$ cat src/rtl/rnd_pkg.sv
package rnd_pkg;
   typedef enum logic [1:0] {
      RND_NEAR_EVEN = 2'b00,
      RND_ZERO      = 2'b01,
      RND_UP        = 2'b10,
      RND_DOWN      = 2'b11
   } rnd_mode_e;

   localparam int EXT_W = 2;
endpackage

$ cat src/rtl/rnd_decide.sv
// Decides whether the magnitude must grow by one unit in the last place.
module rnd_decide
   import rnd_pkg::*;
(
   input  logic [1:0]       mode,
   input  logic             sign,
   input  logic             lsb,
   input  logic [EXT_W-1:0] ext,
   output logic             bump,
   output logic             lost
);
   logic guard_b;
   logic sticky_b;
   rnd_mode_e m;

   always_comb begin
      guard_b  = ext[EXT_W-1];
      sticky_b = ext[0];
      lost     = guard_b | sticky_b;
      m        = rnd_mode_e'(mode);
      unique case (m)
         RND_NEAR_EVEN: bump = guard_b & (sticky_b | lsb);
         RND_ZERO:      bump = 1'b0;
         RND_UP:        bump = lost & ~sign;
         RND_DOWN:      bump = lost & sign;
         default:       bump = 1'b0;
      endcase
   end
endmodule

$ cat src/rtl/rnd_incr.sv
// Adds a one-bit increment to a W-bit field, choosing an explicit ripple chain
// or an inferred adder.
module rnd_incr #(
   parameter int W      = 23,
   parameter bit RIPPLE = 1'b0
) (
   input  logic [W-1:0] a,
   input  logic         cin,
   output logic [W-1:0] sum,
   output logic         cout
);
   if (W < 1) begin : g_bad_w
      $error("rnd_incr: W must be positive");
   end

   if (RIPPLE) begin : g_ripple
      logic [W:0] c;
      assign c[0] = cin;
      for (genvar i = 0; i < W; i++) begin : g_bit
         assign sum[i]  = a[i] ^ c[i];
         assign c[i+1]  = a[i] & c[i];
      end
      assign cout = c[W];
   end else begin : g_infer
      logic [W:0] wide;
      assign wide = {1'b0, a} + {{W{1'b0}}, cin};
      assign sum  = wide[W-1:0];
      assign cout = wide[W];
   end
endmodule

$ cat src/rtl/sig_round.sv
module sig_round
   import rnd_pkg::*;
#(
   parameter int SIG_W   = 23,
   parameter bit REG_OUT = 1'b1,
   parameter bit RIPPLE  = 1'b0
) (
   input  logic             clk,
   input  logic             rst_n,
   input  logic [1:0]       mode_i,
   input  logic             sign_i,
   input  logic [SIG_W-1:0] sig_i,
   input  logic [1:0]       ext_i,
   output logic [SIG_W-1:0] sig_o,
   output logic             carry_o,
   output logic             inexact_o
);
   if (SIG_W < 2) begin : g_bad_sig
      $error("sig_round: SIG_W must be at least 2");
   end

   logic             bump;
   logic             lost;
   logic [SIG_W-1:0] sig_n;
   logic             carry_n;

   rnd_decide u_dec (
      .mode (mode_i),
      .sign (sign_i),
      .lsb  (sig_i[0]),
      .ext  (ext_i),
      .bump (bump),
      .lost (lost)
   );

   rnd_incr #(.W(SIG_W), .RIPPLE(RIPPLE)) u_inc (
      .a    (sig_i),
      .cin  (bump),
      .sum  (sig_n),
      .cout (carry_n)
   );

   if (REG_OUT) begin : g_reg
      always_ff @(posedge clk or negedge rst_n) begin
         if (!rst_n) begin
            sig_o     <= '0;
            carry_o   <= 1'b0;
            inexact_o <= 1'b0;
         end else begin
            sig_o     <= sig_n;
            carry_o   <= carry_n;
            inexact_o <= lost;
         end
      end
   end else begin : g_comb
      assign sig_o     = rst_n ? sig_n   : '0;
      assign carry_o   = rst_n & carry_n;
      assign inexact_o = rst_n & lost;
   end
endmodule

$ cat config.mk
export PLATFORM = sky130hd
export DESIGN_NAME = sig_round
export DESIGN_NICKNAME = d
export VERILOG_FILES = /design/src/rtl/rnd_pkg.sv /design/src/rtl/rnd_decide.sv /design/src/rtl/rnd_incr.sv /design/src/rtl/sig_round.sv
export SDC_FILE = /design/constraint.sdc
export NUM_CORES = 1
export LEC_CHECK = 0
export ABC_AREA = 1
export BUFFER_PORTS_ARGS = -buffer_cell sky130_fd_sc_hd__clkbuf_2
export CORE_UTILIZATION = 50
export CTS_BUF_LIST = sky130_fd_sc_hd__clkbuf_4
export CTS_CLUSTER_SIZE = 14
export DETAILED_ROUTE_END_ITERATION = 8
export MAX_ROUTING_LAYER = met4
export PLACE_DENSITY_LB_ADDON = 0.12
export SLEW_MARGIN = 0
export SYNTH_ARGS = -nofsm -noshare
export SYNTH_HDL_FRONTEND = slang
export SYNTH_HIERARCHICAL = 1
export SYNTH_SLANG_ARGS = --single-unit
$ cat constraint.sdc
create_clock -name clk -period 0.8 [get_ports clk]
set_input_delay 0.08 -clock clk [delete_from_list [all_inputs] [get_ports clk]]
set_output_delay 0.08 -clock clk [all_outputs]
set_load 0.05 [all_outputs]
==> flow_summary.json, run 1 <==
{
  "tool.error": "[ERROR DPL-0033] detailed placement checks failed during check placement.",
  "initial_core_util_pct": 54.3,
  "yosys_register_bits": 25,
  "synth.most_common_cell": "nand2_1",
  "hold_buffers": 4,
  "ctsHtreeMaxLevel": 1,
  "synthTopCellsByCount": "51 x nand2_1, 25 x dfrtp_1, 19 x nor2_1, 15 x inv_1",
  "post_cts.repair.setup_buffers": 6,
  "cts.sinks": 25,
  "rows": 18,
  "place.gp.congestion": 0.868,
  "clk_path_buf_depth": 2,
  "synth_ff_type": "dfrtp_1",
  "root_buffer": "clkbuf_4",
  "yosysWarningCount": 6,
  "status": "did not finish",
  "synth_largest_area_cell": "dfrtp_1",
  "avgSynthCellArea_um2": 8.61,
  "portBuffers": 54,
  "synth_cell_types": 19,
  "synth_edf_count": 0,
  "dpl.hpwl_um": 2850,
  "yosysSeqAreaShare_pct": 45.7,
  "die_w_um": 54.3,
  "synth_top_cells_by_area": "dfrtp_1 46%, nand2_1 14%, nor2_1 5.2%, xnor2_1 4.5%, inv_1 4.1%",
  "netlist.area_leader.share_pct": 45.7,
  "failed_stage": "clock tree synthesis",
  "die_h_um": 54.3,
  "netlist_area_um2": 1370,
  "preCtsSetupSlack_ns": -0.751,
  "cts_resized": 84,
  "synthCells": 159,
  "ios": 55,
  "synthArstFlopShare_pct": 100,
  "cts_buffers": 3,
  "synth.net_count": 192
}
cell families after synthesis:
family | after synthesis | share of synthesized area, %
DFF | 25 | 45.7
buffers and inverters | 15 | 4.11
xor gates and xnor gates | 14 | 9.51
adders and majority gates | 3 | 2.74
AOI/OAI and AO/OA | 2 | 0.731
and+or+nand+nor | 100 | 37.2
through the flow:
| step | hold slack [ns] | area (um2) | std cells | utilization (%) |
|---|---|---|---|---|
| after detailed placement | 0.0812 | 2030 | 279 | 80.3 |
| after floorplan | -0.216 | 1450 | 159 | - |
| after global placement | 0.0770 | 2030 | 279 | 80.3 |
==> run 2, diff against run 1 <==
CORE_UTILIZATION = 35   (was 50)
CTS_BUF_LIST = not set   (was sky130_fd_sc_hd__clkbuf_4)
CTS_CLUSTER_SIZE = not set   (was 14)
MAX_ROUTING_LAYER = not set   (was met4)
PLACE_DENSITY_LB_ADDON = 0.15   (was 0.12)
==> flow_summary.json, run 2 <==
{
  "final_cells": 303,
  "antenna_found_initial": 0,
  "drive_above_1_share_pct": 56.1,
  "nFillCells": 290,
  "multi_input_area_um2": 860,
  "grt_max_degree": 16,
  "path_class": "input pin to flop",
  "dpl.hpwl_um": 2730,
  "totalPowerFinal_w": 0.00318,
  "area_growth_pct": 87.6,
  "synth_cell_types": 19,
  "maxSlewHeadroom_pct": 79.0,
  "via_count": 1334,
  "grt_pass1_vias": 1359,
  "clk_path_buf_depth": 2,
  "die_w_um": 64.5,
  "place.gp.congestion": 0.805,
  "mostFrequentLayoutCell": "nand2_1",
  "synth.net_count": 192,
  "die_area_um2": 4160,
  "p_leak_nw": 1.29,
  "rsz0062_at_grt": "yes",
  "die_h_um": 64.5,
  "synth.most_common_cell": "nand2_1",
  "cp-end-kind": "flop",
  "timing.fmax_mhz": 891,
  "p_per_area_nw_per_um2": 1240,
  "worstMarginPinSlew_ns": 0.315,
  "cts_tree": "yes",
  "netlist_area_um2": 1370,
  "initial_core_util_pct": 36.8,
  "setup_ws_ns": -0.322,
  "whs_ns": 0.0257,
  "portBuffers": 54,
  "ctsHtreeMaxLevel": 1,
  "nets": 289,
  "cp_data_arrival_time_ns": 1.29,
  "netlist.area_leader.share_pct": 45.7,
  "synth_edf_count": 0,
  "finalMaxSlewViolations": 0,
  "num_antenna_cells": 0,
  "largest-register": "sig_o",
  "setup-tns-final_ns": -7.67,
  "root_buffer": "clkbuf_8",
  "rows": 22,
  "ant_nets": 0,
  "synthCells": 159,
  "yosys_register_bits": 25,
  "dp.cells": 297,
  "seq_area_um2": 626,
  "largest_registers": "sig_o x23, carry_o x1, inexact_o x1",
  "violations": "negative setup slack",
  "min_period_ns": 1.12,
  "ios": 55,
  "worst_ep_required_time_ns": 0.96,
  "grt_first_pass_wirelength_um": 5870,
  "cp_max_fo": 6,
  "worstHoldPathType": "input pin to flop",
  "coreArea_um2": 3720,
  "status": "finished, violations left",
  "dr.pass1.iters": 5,
  "cts_buffers": 3,
  "drc": 0,
  "mostFrequentLayoutCells": "43 x nand2_1, 31 x buf_4, 27 x buf_8",
  "synth_ff_type": "dfrtp_1",
  "clk_pin_slew_ns": 0.09,
  "cts.sinks": 25,
  "setup_violations": 47,
  "synthArstFlopShare_pct": 100,
  "drv_cap": 0,
  "grt_usage_pct": 18.9,
  "largest_reg_flops": 23,
  "yosysSeqAreaShare_pct": 45.7,
  "vias_per_cell": 4.40,
  "startpoint_type": "input pin",
  "wl_per_cell_um": 12.0,
  "hold_violations": 0,
  "yosysWarningCount": 6,
  "synth_top_cells_by_area": "dfrtp_1 46%, nand2_1 14%, nor2_1 5.2%, xnor2_1 4.5%, inv_1 4.1%",
  "drtIter0Drc": 52,
  "synthTopCellsByCount": "51 x nand2_1, 25 x dfrtp_1, 19 x nor2_1, 15 x inv_1",
  "avgSynthCellArea_um2": 8.61,
  "synth_largest_area_cell": "dfrtp_1",
  "totalWireLength_um": 3630,
  "fin_crit_sh_pct": 140,
  "vdd_drop_max_v": 0.000728,
  "globalRoute.totalOverflow": 0
}
-- run 2: layer usage --
metal	up-vias	global-route usage, %	part of all wire (%)
li1	674	-	-
met1	619	22.1	40
met2	35	33.9	55
met3	6	2.11	3.1
met4	0	8.89	1.9
met5	-	0	0
-- run 2: power by group --
group	total, W	switching, W	internal, W
sequential	0.00138	0.0000494	0.00134
clock	0.000759	0.000402	0.000356
combinational	0.00104	0.000565	0.000473
-- run 2: final cells by class --
cell class	count	share of cell area, %
Sequential cell	25	24.4
Tap cell	48	2.34
Clock buffer	4	1.75
Inverter	15	2.88
Timing Repair Buffer	92	35.2
Multi-Input combinational cell	119	33.5
-- run 2: repair_timing --
action,in CTS,in global routing
gates cloned,0,0
hold endpoints to repair,25,0
pin swaps,19,18
endpoints found under the setup margin,47,47
gates resized for setup,69,47
hold buffers,1,0
buffers inserted,1,1
-- run 2: kinds of logic (layout without fill, tap and decap cells) --
kind of cell	after synthesis	after routing	share of synthesized area, %
buffers and inverters	15	111	4.11
XOR/XNOR	14	14	9.51
AO/OA/AOI/OAI	2	2	0.731
adder cells (fa/ha/maj)	3	3	2.74
flip-flops	25	25	45.7
AND/OR/NAND/NOR	100	100	37.2
-- run 2: worst max-delay path, cell delays in order --
cell	delay [ns]
clkbuf_16	0.13
clkinv_8	0.04
nand2_4	0.03
nand2_2	0.06
nand2_2	0.06
nand2_4	0.08
ha_4	0.14
inv_4	0.04
nor2_8	0.16
nand2_4	0.10
nor2_8	0.18
nand2_1	0.07
nand2_1	0.05
nand2_1	0.05
-- run 2: path summary, 6_finish.rpt --
check | from | to | cells after the start
setup / recovery | sign_i | sig_o[19]$_DFF_PN0_ | 14
hold / removal | sig_i[9] | sig_o[9]$_DFF_PN0_ | 2
max in group asynchronous | rst_n | sig_o[18]$_DFF_PN0_ | 3
min in group asynchronous | rst_n | sig_o[5]$_DFF_PN0_ | 2
-- run 2: per-stage QoR --
step	utilization, %	setup WS, ns	cell area (um2)
after floorplan	-	-0.400	1450
after global placement	55.5	-0.605	2060
after detailed placement	55.5	-0.668	2060
after CTS	66.1	-0.331	2460
after global routing	69.1	-0.389	2570
final	69.1	-0.322	2570
Note: power is estimated with default switching activity, not from simulation.
